### config.mk
export PLATFORM = sky130hd
export DESIGN_NAME = gpio_bank_ctrl
export DESIGN_NICKNAME = d
export VERILOG_FILES = /design/src/rtl/gpio_ctrl_pkg.sv /design/src/rtl/gpio_addr_decode.sv /design/src/rtl/gpio_port_regs.sv /design/src/rtl/gpio_in_sync.sv /design/src/rtl/gpio_bank_ctrl.sv
export SDC_FILE = /design/constraint.sdc
export NUM_CORES = 2
export LEC_CHECK = 0
export CAP_MARGIN = 20
export CELL_PAD_IN_SITES_DETAIL_PLACEMENT = 2
export CELL_PAD_IN_SITES_GLOBAL_PLACEMENT = 2
export CORE_ASPECT_RATIO = 0.5
export CORE_UTILIZATION = 39
export DETAILED_ROUTE_END_ITERATION = 8
export DONT_BUFFER_PORTS = 1
export PLACE_DENSITY = 0.85
export SYNTH_ARGS = -nofsm -noshare
export SYNTH_HDL_FRONTEND = slang
export SYNTH_SLANG_ARGS = --single-unit
### constraint.sdc
create_clock -name clk -period 8.8 [get_ports clk]
set_input_delay 0.44 -clock clk [delete_from_list [all_inputs] [get_ports clk]]
set_output_delay 0.44 -clock clk [all_outputs]
set_load 0.05 [all_outputs]
### src/rtl/gpio_ctrl_pkg.sv
// Package: shared types and helpers for the banked GPIO controller.
// Assumes ports are 8 bits wide and four ports make one bank.
package gpio_ctrl_pkg;

    localparam int PORT_BITS      = 8;
    localparam int PORTS_PER_BANK = 4;
    localparam int BUS_W          = 32;

    // Register group selected by an address.
    typedef enum logic [2:0] {
        GRP_CFG  = 3'd0,
        GRP_OE   = 3'd1,
        GRP_OUT  = 3'd2,
        GRP_IN   = 3'd3,
        GRP_IE   = 3'd4,
        GRP_NONE = 3'd7
    } gpio_grp_e;

    // New byte after a write: full replace, or a bitwise merge under mask.
    function automatic logic [PORT_BITS-1:0] merge_byte(
        input logic [PORT_BITS-1:0]   old_v,
        input logic                   use_mask,
        input logic [2*PORT_BITS-1:0] wd
    );
        if (use_mask)
            return (old_v & ~wd[2*PORT_BITS-1:PORT_BITS]) |
                   (wd[PORT_BITS-1:0] & wd[2*PORT_BITS-1:PORT_BITS]);
        return wd[PORT_BITS-1:0];
    endfunction

endpackage

### src/rtl/gpio_addr_decode.sv
// Module: gpio_addr_decode
// Turns a byte address into a hit flag, an alias flag, a register group and a
// port index. Assumes BANK_STRIDE is a power of two and at least 0x80. Direct
// decoding wins over alias decoding when both could match.
module gpio_addr_decode
    import gpio_ctrl_pkg::*;
#(
    parameter int ADDR_W      = 12,
    parameter int NUM_BANKS   = 8,
    parameter int BANK_STRIDE = 256,
    parameter int MASK_OFFSET = 128,
    parameter int PORT_IDX_W  = 5
) (
    input  logic [ADDR_W-1:0]     addr,
    output logic                  hit,
    output logic                  masked,
    output gpio_grp_e             grp,
    output logic [PORT_IDX_W-1:0] port_idx
);

    localparam int                STRIDE_LG = $clog2(BANK_STRIDE);
    localparam logic [ADDR_W-1:0] OFFS_MASK = ADDR_W'(BANK_STRIDE - 1);
    localparam logic [ADDR_W-1:0] MASK_BASE = ADDR_W'(MASK_OFFSET);
    localparam logic [ADDR_W-1:0] BANK_LIM  = ADDR_W'(NUM_BANKS);

    // Classify an offset inside a bank; alias copies expose only three groups.
    function automatic gpio_grp_e group_of(input logic [ADDR_W-1:0] offs,
                                           input logic alias_sel);
        logic [ADDR_W-1:0] g;
        g = offs >> 4;
        if (offs[1:0] != 2'b00)                  return GRP_NONE;
        if (g == ADDR_W'(0))                     return GRP_CFG;
        if (g == ADDR_W'(1))                     return GRP_OE;
        if (g == ADDR_W'(2))                     return GRP_OUT;
        if (!alias_sel && (g == ADDR_W'(3)))     return GRP_IN;
        if (!alias_sel && (g == ADDR_W'(5)))     return GRP_IE;
        return GRP_NONE;
    endfunction

    logic [ADDR_W-1:0] d_bank, d_offs, m_rel, m_bank, m_offs;
    gpio_grp_e         d_grp, m_grp;

    // Split the address both ways and choose the matching interpretation.
    always_comb begin
        d_bank   = addr >> STRIDE_LG;
        d_offs   = addr & OFFS_MASK;
        d_grp    = group_of(d_offs, 1'b0);
        m_rel    = addr - MASK_BASE;
        m_bank   = m_rel >> STRIDE_LG;
        m_offs   = m_rel & OFFS_MASK;
        m_grp    = (addr >= MASK_BASE) ? group_of(m_offs, 1'b1) : GRP_NONE;
        hit      = 1'b0;
        masked   = 1'b0;
        grp      = GRP_NONE;
        port_idx = '0;
        if ((d_grp != GRP_NONE) && (d_bank < BANK_LIM)) begin
            hit      = 1'b1;
            grp      = d_grp;
            port_idx = {d_bank[PORT_IDX_W-3:0], d_offs[3:2]};
        end else if ((m_grp != GRP_NONE) && (m_bank < BANK_LIM)) begin
            hit      = 1'b1;
            masked   = 1'b1;
            grp      = m_grp;
            port_idx = {m_bank[PORT_IDX_W-3:0], m_offs[3:2]};
        end
    end

endmodule

### src/rtl/gpio_port_regs.sv
// Module: gpio_port_regs
// Holds the mode, drive-enable, drive-value and interrupt-enable bytes of
// every port. A write hits at most one port and one group. Assumes the
// decoder never flags the input group or an alias interrupt-enable as a hit
// with a mask.
module gpio_port_regs
    import gpio_ctrl_pkg::*;
#(
    parameter int NUM_PORTS  = 32,
    parameter int PORT_IDX_W = 5
) (
    input  logic                                clk,
    input  logic                                rst_n,
    input  logic                                wr_en,
    input  logic                                wr_masked,
    input  gpio_grp_e                           wr_grp,
    input  logic [PORT_IDX_W-1:0]               wr_port,
    input  logic [2*PORT_BITS-1:0]              wr_data,
    output logic [NUM_PORTS-1:0][PORT_BITS-1:0] cfg_q,
    output logic [NUM_PORTS-1:0][PORT_BITS-1:0] oe_q,
    output logic [NUM_PORTS-1:0][PORT_BITS-1:0] out_q,
    output logic [NUM_PORTS-1:0][PORT_BITS-1:0] ie_q
);

    for (genvar p = 0; p < NUM_PORTS; p++) begin : g_port
        logic                 sel;
        logic [PORT_BITS-1:0] cfg_r, oe_r, out_r, ie_r;

        assign sel = wr_en && (wr_port == PORT_IDX_W'(p));

        // Update this port's selected byte on a write; clear all on reset.
        always_ff @(posedge clk) begin
            if (!rst_n) begin
                cfg_r <= '0;
                oe_r  <= '0;
                out_r <= '0;
                ie_r  <= '0;
            end else if (sel) begin
                case (wr_grp)
                    GRP_CFG: cfg_r <= merge_byte(cfg_r, wr_masked, wr_data);
                    GRP_OE:  oe_r  <= merge_byte(oe_r,  wr_masked, wr_data);
                    GRP_OUT: out_r <= merge_byte(out_r, wr_masked, wr_data);
                    GRP_IE:  ie_r  <= merge_byte(ie_r,  wr_masked, wr_data);
                    default: ;
                endcase
            end
        end

        assign cfg_q[p] = cfg_r;
        assign oe_q[p]  = oe_r;
        assign out_q[p] = out_r;
        assign ie_q[p]  = ie_r;
    end

endmodule

### src/rtl/gpio_in_sync.sv
// Module: gpio_in_sync
// Two-flop synchroniser for the asynchronous pin levels. Assumes each pin is
// independent, so no bus coherence is needed across pins.
module gpio_in_sync #(
    parameter int WIDTH = 256
) (
    input  logic             clk,
    input  logic             rst_n,
    input  logic [WIDTH-1:0] async_in,
    output logic [WIDTH-1:0] sync_out
);

    logic [WIDTH-1:0] stage1;

    // Shift the pin levels through two register stages.
    always_ff @(posedge clk) begin
        if (!rst_n) begin
            stage1   <= '0;
            sync_out <= '0;
        end else begin
            stage1   <= async_in;
            sync_out <= stage1;
        end
    end

endmodule

### src/rtl/gpio_bank_ctrl.sv
// Module: gpio_bank_ctrl (top)
// Banked GPIO controller. Each port has direct registers and masked-write
// alias registers. Pads drive when mode and drive-enable are both set. Read
// data is registered, one cycle after the address. Assumes one access per
// cycle and a word-aligned bus.
module gpio_bank_ctrl
    import gpio_ctrl_pkg::*;
#(
    parameter int NUM_BANKS   = 8,
    parameter int BANK_STRIDE = 256,
    parameter int MASK_OFFSET = 128,
    parameter int ADDR_W      = 12
) (
    input  logic                      clk,
    input  logic                      rst_n,
    input  logic [ADDR_W-1:0]         bus_addr,
    input  logic                      bus_we,
    input  logic [BUS_W-1:0]          bus_wdata,
    output logic [BUS_W-1:0]          bus_rdata,
    input  logic [NUM_BANKS*32-1:0]   pad_in,
    output logic [NUM_BANKS*32-1:0]   pad_out,
    output logic [NUM_BANKS*32-1:0]   pad_oe
);

    localparam int NUM_PORTS  = NUM_BANKS * PORTS_PER_BANK;
    localparam int NUM_PINS   = NUM_PORTS * PORT_BITS;
    localparam int PORT_IDX_W = $clog2(NUM_PORTS);

    logic                                dec_hit;
    logic                                dec_masked;
    gpio_grp_e                           dec_grp;
    logic [PORT_IDX_W-1:0]               dec_port;
    logic [NUM_PORTS-1:0][PORT_BITS-1:0] cfg_q, oe_q, out_q, ie_q, in_q;
    logic [NUM_PINS-1:0]                 in_sync;
    logic [PORT_BITS-1:0]                rd_byte;
    logic                                unused_wdata_hi;

    assign unused_wdata_hi = ^bus_wdata[BUS_W-1:2*PORT_BITS];

    gpio_addr_decode #(
        .ADDR_W      (ADDR_W),
        .NUM_BANKS   (NUM_BANKS),
        .BANK_STRIDE (BANK_STRIDE),
        .MASK_OFFSET (MASK_OFFSET),
        .PORT_IDX_W  (PORT_IDX_W)
    ) u_decode (
        .addr     (bus_addr),
        .hit      (dec_hit),
        .masked   (dec_masked),
        .grp      (dec_grp),
        .port_idx (dec_port)
    );

    gpio_port_regs #(
        .NUM_PORTS  (NUM_PORTS),
        .PORT_IDX_W (PORT_IDX_W)
    ) u_regs (
        .clk       (clk),
        .rst_n     (rst_n),
        .wr_en     (bus_we && dec_hit),
        .wr_masked (dec_masked),
        .wr_grp    (dec_grp),
        .wr_port   (dec_port),
        .wr_data   (bus_wdata[2*PORT_BITS-1:0]),
        .cfg_q     (cfg_q),
        .oe_q      (oe_q),
        .out_q     (out_q),
        .ie_q      (ie_q)
    );

    gpio_in_sync #(
        .WIDTH (NUM_PINS)
    ) u_sync (
        .clk      (clk),
        .rst_n    (rst_n),
        .async_in (pad_in),
        .sync_out (in_sync)
    );

    assign in_q = in_sync;

    // Pick the byte addressed this cycle; unmapped addresses give zero.
    always_comb begin
        rd_byte = '0;
        if (dec_hit) begin
            case (dec_grp)
                GRP_CFG: rd_byte = cfg_q[dec_port];
                GRP_OE:  rd_byte = oe_q[dec_port];
                GRP_OUT: rd_byte = out_q[dec_port];
                GRP_IN:  rd_byte = in_q[dec_port];
                GRP_IE:  rd_byte = ie_q[dec_port];
                default: rd_byte = '0;
            endcase
        end
    end

    // Register the read data, zero-extended to the bus width.
    always_ff @(posedge clk) begin
        if (!rst_n) bus_rdata <= '0;
        else        bus_rdata <= {{(BUS_W-PORT_BITS){1'b0}}, rd_byte};
    end

    assign pad_oe  = cfg_q & oe_q;
    assign pad_out = out_q;

endmodule

==> flow_summary.yaml <==
route:
  wl_per_cell_um: 39.0
  vias: 69600
  route.final.wire_length_um: 397000
  routed_via_density: 6.84
  drc: 0
  antenna_violating_nets_post_route: 0
  drt-initial-drc-count: 9668
  drt-pass1-iter-count: 8
clocking:
  clk_path_buf_depth: 4
  clk_pin_slew_worst_paths_ns: 0.06
  cts.htree.levels: 4
  clock_sinks: 1544
  clk_latency_worst_skew_pair_ns: 0.91
  cts_tree: "done"
  cts_made_buffers: 158
  clock-root-buffer: "clkbuf_16"
  cts.repair_timing.setup_buffer_count: 0
global_route:
  grt_start_max_net_pins: 1034
  grt_usage: 0.431
  grt_pass1_vias: 70300
  antenna_found_initial: 29
  grt.overflow.total: 0
  first_pass_grt_wire_length_um: 551000
layout:
  area_delta_synth_final_pct: 13.7
  share_of_post_route_cells_with_drive_strength_above_1: 0.0710
  final_util: 0.447
  num-fill-cells: 18700
  fin_area_mm2: 0.0775
  layout.nets: 8042
worst_setup_path:
  startpoint_type: "primary input"
  crit_fanout: 58
  slowest_delay_ns: 0.65
  critPathTopFamily: "buffers and inverters"
  worst-endpoint-required_ns: 9.55
  ff2ff_path_depth: 7
  crit_path_end_kind: "flop"
  reg2reg_to: "bus_rdata[2]"
  worstPathCellList: "inv_1 -> ha_1 -> nand2b_1 -> a211o_1 -> buf_4 -> o21ai_4 -> buf_12 -> buf_4 -> nand3_2 -> nor2_2 -> buf_4 -> nand3_1 -> o21ai_0 -> a21boi_1 -> dlygate4sd3_1"
  critical_path.n_buffers_inverters: 6
  path_class: "primary input to flop"
  worst-endpoint-arrival_ns: 5.78
  crit_path_frequent_cell: "buf_4"
  reg_to_reg_slack_setup_ns: 5.11
  slowest_stage: "nor2_2"
pwr:
  power_total_uw: 15500
  power.density_mw_per_mm2: 200
  static-leakage-power_uw: 0.0257
  vdd_ir_drop_max_mv: 0.190
timing:
  final_max_slew_viol_count: 0
  post_route_skew_ns: 0.0652
  max_slew.worst_pin.slew_ns: 1.43
  fin_hold_viols: 0
  hold_ws_ns: 0.0376
  finalCriticalPeriod_ns: 5.03
  final_min_period_over_clock_period: 0.571
  setup_viol_count_final: 0
  fmax_mhz: 199
  setup_total_negative_slack_ns: 0
  maxSlewHeadroom: 0.0491
  grt_setup_unrepaired: "no"
synth:
  mapped_area_mm2: 0.0681
  yosys_warnings: 0
  synth.ff_latch_count: 1544
  seq_area_frac_synth: 0.454
  postSynthAreaPerCell_um2: 8.60
  most_numerous_cell_types_in_the_synthesized_netlist: "dfxtp_1, o21ai_0, nand3_1"
  synthArstFlopShare: 0
  synth_area_leader_cell: "dfxtp_1"
  yosysMostFrequentCell: "dfxtp_1"
  post_synth_inst_count: 7918
  synthDistinctLibCells: 86
  post_synth_edffs: 0
  dominantRegCellSynth: "dfxtp_1"
  synth_top_cell_area_share: 0.454
  netlist_top_cells_area: "dfxtp_1, a21boi_0, and2_1"
worst_hold_path:
  worst_hold_path.num_cells: 4
  hold_start: "bus_we"
  worst_hold_class: "primary input to flop"
die:
  floorplan.die.width_um: 593
  boundaryPins: 847
  rows: 108
  fp.coreArea_mm2: 0.174
  dieArea_mm2: 0.176
  die_h_um: 298
  initial_utilization: 0.393
placement:
  placedInstanceArea_mm2: 0.0691
  io_port_bufs: 0
  routabilityCongestion: 0.977
  post-dp-hpwl_um: 235000
run:
  max-cap-violations: 0
status:
  run_status: "complete, no violations"
==> metrics by stage <==
stage | setup slack (ns) | std cells
final | 3.77 | 10200
after global routing | 3.87 | 10200
after CTS | 4.21 | 10100
after detailed placement | 3.33 | 9605
after global placement | 3.50 | 9604
after floorplan | 5.72 | 7941
==> repair_timing <==
item,in CTS,in global routing
hold buffers,271,1
setup endpoints to repair,0,0
resized for setup,0,0
hold endpoints to repair,1281,147
==> cells in the final DEF, fill, tap and decap left out, types with 45 or more instances in the layout <==
cell type	netlist	routed
and2_1	771	770
o221ai_1	69	69
nand3_1	815	813
nand2_1	575	571
o21ai_0	819	819
nor2_1	316	303
clkbuf_16	0	164
dlygate4sd3_1	0	262
nor3_2	60	59
a21oi_1	223	222
dfxtp_1	1544	1544
a21boi_0	780	780
a21boi_1	172	172
mux2i_1	250	250
o22ai_1	303	302
mux2_2	45	45
nor2b_1	75	74
buf_4	32	88
==> kinds of logic after synthesis <==
logic type,synth area share
AND/OR/NAND/NOR,0.212
adder cells (fa/ha/maj),0.000184
other,0.0000550
multiplexers,0.0455
AO/OA/AOI/OAI,0.244
flip-flops,0.454
buffers and inverters,0.0446
==> per-layer routing <==
| metal | wire (µm) | vias to the layer above | GRT usage |
|---|---|---|---|
| met5 | 471 | - | 0 |
| met4 | 32400 | 30 | 0.284 |
| met3 | 49400 | 1416 | 0.154 |
| met2 | 171000 | 4957 | 0.654 |
| met1 | 144000 | 35600 | 0.514 |
| li1 | - | 27600 | - |
==> final cells by class <==
class | instances | area, µm² | area share
Antenna cell | 15 | 37.5 | 0.000484
Clock buffer | 228 | 4680 | 0.0605
Sequential cell | 1544 | 30900 | 0.399
Tap cell | 2310 | 2890 | 0.0373
Timing Repair Buffer | 375 | 3850 | 0.0497
Multi-Input combinational cell | 5654 | 34500 | 0.446
Inverter | 5 | 18.8 | 0.000242
Clock inverter | 41 | 577 | 0.00744
==> tightest hold or removal path: stages <==
cell      delay, ns
nand4_1        0.19
nor2_1         0.08
nand2_1        0.06
a21boi_0       0.07
==> worst max-delay path by stage <==
stage,from,endpoint,slack [ns],depth (start not counted)
finish,bus_addr[7],flop,3.77,15
floorplan,bus_addr[7],bus_rdata[7],5.72,12
global placement,bus_addr[7],flop,3.50,9
global route,bus_addr[7],flop,3.87,15
CTS,bus_addr[7],bus_rdata[4],4.21,15
detailed placement,bus_addr[7],bus_rdata[4],3.33,15
==> where the power goes <==
group / internal [µW] / switching [µW] / total, µW
Sequential: 7090 / 47.2 / 7140
Combinational: 333 / 677 / 1010
Clock: 4090 / 3290 / 7380
(Power assumes the default switching activity.)
